--- config.mk ---
export PLATFORM = sky130hd
export DESIGN_NAME = irq_flag_ctl
export DESIGN_NICKNAME = d
export VERILOG_FILES = /design/src/rtl/irq_ctl_pkg.sv /design/src/rtl/irq_pin_sync.sv /design/src/rtl/irq_reg_file.sv /design/src/rtl/irq_arbiter.sv /design/src/rtl/irq_flag_ctl.sv
export SDC_FILE = /design/constraint.sdc
export NUM_CORES = 1
export LEC_CHECK = 0
export ABC_AREA = 0
export BUFFER_PORTS_ARGS = -buffer_cell sky130_fd_sc_hd__buf_2
export CAP_MARGIN = 20
export CORE_MARGIN = 4
export CORE_UTILIZATION = 35
export CTS_CLUSTER_SIZE = 12
export DETAILED_ROUTE_END_ITERATION = 6
export PLACE_DENSITY_LB_ADDON = 0.12
export SLEW_MARGIN = 5
export SYNTH_ARGS = -nofsm -noshare
export SYNTH_HDL_FRONTEND = slang
export SYNTH_SLANG_ARGS = --single-unit
--- constraint.sdc ---
create_clock -name clk -period 2.55 [get_ports clk]
set_input_delay 0 -clock clk [delete_from_list [all_inputs] [get_ports clk]]
set_output_delay 0 -clock clk [all_outputs]
set_load 0.02 [all_outputs]
--- src/rtl/irq_ctl_pkg.sv ---
package irq_ctl_pkg;

    localparam int BANK_W   = 16;
    localparam int NBANK    = 2;
    localparam int NSRC     = BANK_W * NBANK;
    localparam int ID_W     = $clog2(NSRC);
    localparam int BSEL_W   = (NBANK > 1) ? $clog2(NBANK) : 1;
    localparam int ADDR_W   = 3;
    localparam int NEXT     = 6;
    localparam int HIST_LEN = 4;

    typedef logic [NSRC-1:0] src_vec_t;

    // implemented source positions over both banks (bank 1 in the upper half)
    localparam src_vec_t SRC_VALID = 32'h07FF_FEFC;

    // oldest sample in the top bit: one high, then three lows
    localparam logic [HIST_LEN-1:0] DET_PATTERN = 4'b1000;

    typedef enum logic [1:0] {
        KIND_PEND = 2'd0,
        KIND_EN   = 2'd1,
        KIND_DBG  = 2'd2,
        KIND_NONE = 2'd3
    } reg_kind_e;

    typedef struct packed {
        reg_kind_e          kind;
        logic [BSEL_W-1:0]  bank;
    } reg_sel_t;

    function automatic reg_sel_t decode_addr(input logic [ADDR_W-1:0] a);
        reg_sel_t s;
        int       k;
        k      = int'(a) / NBANK;
        s.bank = BSEL_W'(int'(a) % NBANK);
        case (k)
            0:       s.kind = KIND_PEND;
            1:       s.kind = KIND_EN;
            2:       s.kind = KIND_DBG;
            default: s.kind = KIND_NONE;
        endcase
        return s;
    endfunction

    function automatic int ext_pin_pos(input int pin);
        case (pin)
            0:       return 2;
            1:       return 16;
            2:       return 3;
            3:       return 11;
            4:       return 19;
            5:       return 23;
            default: return 0;
        endcase
    endfunction

    function automatic src_vec_t ext_mask();
        src_vec_t m;
        m = '0;
        for (int p = 0; p < NEXT; p++) m[ext_pin_pos(p)] = 1'b1;
        return m;
    endfunction

    function automatic src_vec_t periph_mask();
        return SRC_VALID & ~ext_mask();
    endfunction

    function automatic src_vec_t bank_bits(input logic [BSEL_W-1:0] b);
        src_vec_t m;
        m = '0;
        for (int i = 0; i < BANK_W; i++) m[int'(b) * BANK_W + i] = 1'b1;
        return m;
    endfunction

endpackage

--- src/rtl/irq_pin_sync.sv ---
module irq_pin_sync
    import irq_ctl_pkg::*;
(
    input  logic clk,
    input  logic rst,
    input  logic pin_n,
    output logic det
);

    logic                s_fall;
    logic [HIST_LEN-1:0] hist;

    // capture on the falling edge, then carry into the rising-edge domain
    always_ff @(negedge clk) begin
        s_fall <= pin_n;
    end

    always_ff @(posedge clk) begin
        if (rst) hist <= '0;
        else     hist <= {hist[HIST_LEN-2:0], s_fall};
    end

    assign det = (hist == DET_PATTERN);

    a_r8_single_detect: assert property (@(posedge clk) disable iff (rst)
        det |=> !det);

endmodule

--- src/rtl/irq_reg_file.sv ---
module irq_reg_file
    import irq_ctl_pkg::*;
(
    input  logic                clk,
    input  logic                rst,
    input  logic                sw_rst,
    input  logic                wr_en,
    input  logic [ADDR_W-1:0]   addr,
    input  logic [BANK_W-1:0]   wdata,
    input  src_vec_t            hw_set,
    input  src_vec_t            ack_clr,
    output src_vec_t            pend,
    output src_vec_t            enab,
    output src_vec_t            dbg,
    output logic [BANK_W-1:0]   rdata
);

    reg_sel_t sel;
    src_vec_t wvec, sel_bits, pend_wclr, en_upd, dbg_upd, en_next, dbg_next;

    assign sel      = decode_addr(addr);
    assign wvec     = {NBANK{wdata}};
    assign sel_bits = bank_bits(sel.bank);

    always_comb begin
        pend_wclr = '0;
        en_upd    = '0;
        dbg_upd   = '0;
        if (wr_en) begin
            case (sel.kind)
                KIND_PEND: pend_wclr = wvec & sel_bits;
                KIND_EN:   en_upd    = sel_bits;
                KIND_DBG:  dbg_upd   = sel_bits;
                default:   ;
            endcase
        end
        en_next  = (enab & ~en_upd)  | (wvec & en_upd  & SRC_VALID);
        dbg_next = (dbg  & ~dbg_upd) | (wvec & dbg_upd & SRC_VALID);
    end

    // flags and enables follow both resets; sets beat clears
    always_ff @(posedge clk) begin
        if (rst || sw_rst) begin
            pend <= '0;
            enab <= '0;
        end else begin
            pend <= ((pend & ~(pend_wclr | ack_clr)) | hw_set) & SRC_VALID;
            enab <= en_next;
        end
    end

    // debug mask: no reset of either kind
    always_ff @(posedge clk) begin
        dbg <= dbg_next;
    end

    always_comb begin
        case (sel.kind)
            KIND_PEND: rdata = pend[int'(sel.bank) * BANK_W +: BANK_W];
            KIND_EN:   rdata = enab[int'(sel.bank) * BANK_W +: BANK_W];
            KIND_DBG:  rdata = dbg [int'(sel.bank) * BANK_W +: BANK_W];
            default:   rdata = '0;
        endcase
    end

    a_r1_reset_clears: assert property (@(posedge clk)
        $fell(rst) |-> (pend == '0 && enab == '0));

    a_r2_reserved_zero: assert property (@(posedge clk) disable iff (rst)
        (sel.kind != KIND_NONE) |->
            ((rdata & ~SRC_VALID[int'(sel.bank) * BANK_W +: BANK_W]) == '0));

    a_r3_w1c_clears: assert property (@(posedge clk) disable iff (rst)
        ((pend_wclr & ~hw_set) != '0) |=> ((pend & $past(pend_wclr & ~hw_set)) == '0));

    a_r3_set_wins: assert property (@(posedge clk) disable iff (rst)
        ((hw_set & SRC_VALID) != '0 && !sw_rst) |=>
            ((pend & $past(hw_set & SRC_VALID)) == $past(hw_set & SRC_VALID)));

    a_r6_dbg_kept: assert property (@(posedge clk) disable iff (rst)
        !(wr_en && sel.kind == KIND_DBG) |=> $stable(dbg));

    a_r7_soft_reset: assert property (@(posedge clk) disable iff (rst)
        sw_rst |=> (pend == '0 && enab == '0));

endmodule

--- src/rtl/irq_arbiter.sv ---
module irq_arbiter
    import irq_ctl_pkg::*;
(
    input  logic             clk,
    input  logic             rst,
    input  logic             dbg_halt,
    input  src_vec_t         pend,
    input  src_vec_t         enab,
    input  src_vec_t         dbg,
    output logic             irq_req,
    output logic [ID_W-1:0]  irq_id
);

    src_vec_t gate, qual;

    assign gate    = dbg_halt ? dbg : '1;
    assign qual    = pend & enab & gate;
    assign irq_req = |qual;

    // lowest index wins: scan from the top so the last hit is the lowest
    always_comb begin
        irq_id = '0;
        for (int i = NSRC - 1; i >= 0; i--) begin
            if (qual[i]) irq_id = ID_W'(i);
        end
    end

    a_r4_flag_and_enable: assert property (@(posedge clk) disable iff (rst)
        irq_req |-> (pend[irq_id] && enab[irq_id]));

    a_r5_halt_gate: assert property (@(posedge clk) disable iff (rst)
        (irq_req && dbg_halt) |-> dbg[irq_id]);

    a_r9_lowest_wins: assert property (@(posedge clk) disable iff (rst)
        irq_req |-> ((pend & enab & gate & ((src_vec_t'(1) << irq_id) - src_vec_t'(1))) == '0));

endmodule

--- src/rtl/irq_flag_ctl.sv ---
module irq_flag_ctl
    import irq_ctl_pkg::*;
(
    input  logic                clk,
    input  logic                rst,
    input  logic                sw_rst,
    input  logic                dbg_halt,
    input  logic [NEXT-1:0]     ext_irq_n,
    input  logic [NSRC-1:0]     periph_req,
    input  logic                wr_en,
    input  logic [ADDR_W-1:0]   addr,
    input  logic [BANK_W-1:0]   wdata,
    output logic [BANK_W-1:0]   rdata,
    input  logic                ack,
    output logic                irq_req,
    output logic [ID_W-1:0]     irq_id
);

    logic [NEXT-1:0] ext_det;
    src_vec_t        ext_set, hw_set, ack_clr, pend, enab, dbg;

    for (genvar p = 0; p < NEXT; p++) begin : g_pin
        irq_pin_sync u_sync (
            .clk   (clk),
            .rst   (rst),
            .pin_n (ext_irq_n[p]),
            .det   (ext_det[p])
        );
    end

    always_comb begin
        ext_set = '0;
        for (int p = 0; p < NEXT; p++) begin
            if (ext_det[p]) ext_set[ext_pin_pos(p)] = 1'b1;
        end
    end

    assign hw_set = ext_set | (periph_req & periph_mask());

    always_comb begin
        ack_clr = '0;
        if (ack && irq_req) ack_clr[irq_id] = 1'b1;
    end

    irq_reg_file u_regs (
        .clk     (clk),
        .rst     (rst),
        .sw_rst  (sw_rst),
        .wr_en   (wr_en),
        .addr    (addr),
        .wdata   (wdata),
        .hw_set  (hw_set),
        .ack_clr (ack_clr),
        .pend    (pend),
        .enab    (enab),
        .dbg     (dbg),
        .rdata   (rdata)
    );

    irq_arbiter u_arb (
        .clk      (clk),
        .rst      (rst),
        .dbg_halt (dbg_halt),
        .pend     (pend),
        .enab     (enab),
        .dbg      (dbg),
        .irq_req  (irq_req),
        .irq_id   (irq_id)
    );

    a_r10_ack_retires: assert property (@(posedge clk) disable iff (rst)
        (ack && irq_req && !hw_set[irq_id]) |=> !pend[$past(irq_id)]);

    a_r11_periph_sets: assert property (@(posedge clk) disable iff (rst)
        (((periph_req & periph_mask()) != '0) && !sw_rst) |=>
            ((pend & $past(periph_req & periph_mask())) == $past(periph_req & periph_mask())));

endmodule

==> impl_metrics.json <==
{
  "status": "completed",
  "numCtsBuffers": 17,
  "synth_area_mm2": 0.00559,
  "track_usage_pct": 20.4,
  "core_mm2": 0.0154,
  "die_x_um": 134,
  "grt_pass1_vias": 4792,
  "hold_path.startpoint": "wr_en",
  "grt_start_max_net_pins": 28,
  "synth_seq_area_share_pct": 46.6,
  "grt_first_pass_wirelength_um": 27800,
  "area_delta_synth_final_pct": 28.9,
  "num_io_pins": 85,
  "synthAdderAreaFrac_pct": 0.896,
  "crit_path_end_kind": "output port",
  "place_congestion": 0.862,
  "drt_iter0_markers": 388,
  "drt_pass1_iterations": 5,
  "max-slew-margin-rel_pct": 43.6,
  "worst_slack_ns": 0.130,
  "crit_required_ns": 2.55,
  "hold_class": "primary input to flop",
  "diodes": 0,
  "synth_top_area_share_pct": 33.7,
  "rrSetupSlack_ns": 0.28,
  "die_h_um": 134,
  "placedCellCount": 865,
  "crit_fanout": 5,
  "ys_ff_latch": 118,
  "drv_cap": 0,
  "post_route_cells_drive_above_1_share_pct": 22.7,
  "detail_route.wl_per_cell_um": 19.3,
  "worst_setup_path_start_kind": "flop",
  "antenna_found_initial": 0,
  "place.port_buffers": 70,
  "fill_cells": 1525,
  "p_leak_nw": 2.79,
  "synthArstFlopShare_pct": 0,
  "ir_drop_v": 0.000507,
  "pre_cts_slack_ns": 0.160,
  "avgSynthCellArea_um2": 9.26,
  "wl_um": 18200,
  "rows": 45,
  "synthSimpleGateAreaFrac_pct": 23.0,
  "synth_xor_xnor_area_share_pct": 0,
  "yosysMostFrequentCell": "dfxtp_1",
  "arrival_ns": 2.42,
  "fin_crit_sh_pct": 94.9,
  "ys_top_cells_by_count": "94 x dfxtp_1, 91 x nand2_1, 47 x a21oi_1, 47 x nor2b_1, 32 x nor2_1",
  "drcViolationCount": 0,
  "p_per_area_mw_per_mm2": 670,
  "fmax_ghz": 0.413,
  "clock_sinks": 118,
  "grt_remaining_overflow": 0,
  "dr_total_vias": 4999,
  "synth_top_family_by_area": "simple AND/OR/NAND/NOR gates",
  "final_cell_count_no_fill": 942,
  "synth_top_flop_cell": "dfxtp_1",
  "hold_violations": 0,
  "root_buffer": "clkbuf_16",
  "synth_compound_area_share_pct": 20.1,
  "insertion_delay_ns": 0.45,
  "finalCriticalPeriod_ns": 2.42,
  "postRouteAntennaNets": 0,
  "synth_top_area_cell": "dfxtp_1",
  "hpwl_um": 12700,
  "fin_skew_ns": 0.0251,
  "nets": 785,
  "cts_tree": "done",
  "setup_viol": 0,
  "syn_nets": 670,
  "final_util_pct": 46.7,
  "synthMuxAreaShare_pct": 6.05,
  "maxSlewViolCount": 0,
  "power.total_mw": 4.82,
  "yosys_warnings": 0,
  "die_area_mm2": 0.0180,
  "synth_edf_count": 24,
  "worstSetupPathType": "flop to output port",
  "cts.clk_slew.worst_paths_ns": 0.06,
  "synthCells": 603,
  "cts.path.max_buffers": 2,
  "cts.htree.levels": 4,
  "hold_slack_ns": 0.0534,
  "synth.distinct_cells": 56,
  "detail_route.vias_per_cell": 5.31,
  "tightestPinTransition_ns": 0.847,
  "synthTopCellsByArea": "dfxtp_1 34%, edfxtp_1 13%, nand2_1 6.1%",
  "start_util_pct": 36.2
}
==> layout by cell type (no fill, tap or decap), types with 8 or more instances in the layout <==
cell / instances
nor2b_1: 47
o21ai_0: 10
a211oi_1: 25
edfxtp_1: 24
and2_1: 19
dfxtp_1: 94
mux2_2: 30
buf_2: 70
dlygate4sd3_1: 37
nand2_1: 91
a21oi_1: 47
o22ai_1: 8
a311oi_1: 13
clkbuf_16: 18
a22oi_1: 17
inv_1: 12
and3_1: 10
nor2_1: 32
buf_4: 17
==> through the flow <==
stage               instance area [um2]  TNS (ns)
floorplan                          5590         0
global placement                   6180         0
detailed placement                 6180         0
CTS                                7160         0
global route                       7200   -0.0269
finish                             7200         0
==> critical path: stages (launching register included) <==
cell      delay [ns]
edfxtp_1        0.41
or2b_1          0.26
a222oi_1        0.48
and3_2          0.34
nor3b_1         0.29
buf_2           0.23
==> report_power, final <==
group	internal (mW)	total [mW]	switching, mW
combinational	0.174	0.411	0.237
clock	1.37	2.43	1.06
sequential	1.95	1.98	0.0282
total	3.50	4.82	1.32
==> final timing paths <==
path	depth (start not counted)	endpoint
worst max-delay path	5	irq_id[4]
worst max register to register	6	u_regs.pend[23]$_SDFF_PP0_
worst min-delay path	3	u_regs.dbg[27]$_DFF_P_
worst min register to register	1	u_regs.dbg[8]$_DFF_P_
==> kinds of logic (layout without fill, tap and decap cells) <==
family | count (synthesis) | in the layout
compound gates | 162 | 162
fa+ha+maj | 4 | 4
buf+inv | 43 | 171
flops | 118 | 118
mux | 30 | 30
simple gates | 246 | 246
==> cell type report <==
class                   instances  area [um2]  share of cell area, %
multi-input cells             442        2820                   39.1
inverters                       8        31.3                  0.434
well taps                     211         264                   3.67
clock inverters                20         168                   2.33
flip-flops and latches        118        2600                   36.1
clock buffers                  18         450                   6.26
repair buffers                125         868                   12.1
==> layer usage <==
| metal | global-route usage [%] | vias to the layer above | part of all wire [%] |
|---|---|---|---|
| met1 | 27.7 | 2417 | 47 |
| li1 | - | 2417 | - |
| met5 | 0 | - | 0 |
| met3 | 4.50 | 19 | 4.8 |
| met2 | 33.0 | 146 | 47 |
| met4 | 5.60 | 0 | 1.4 |
==> what timing repair did <==
| action | in CTS | in global routing |
|---|---|---|
| setup endpoints to repair | 1 | 4 |
| hold buffers | 37 | 0 |
| resized for setup | 0 | 4 |
| setup buffers | 0 | 3 |
| hold endpoints to repair | 85 | 0 |
| pin swaps | 1 | 3 |
Note: power is estimated with default switching activity, not from simulation.
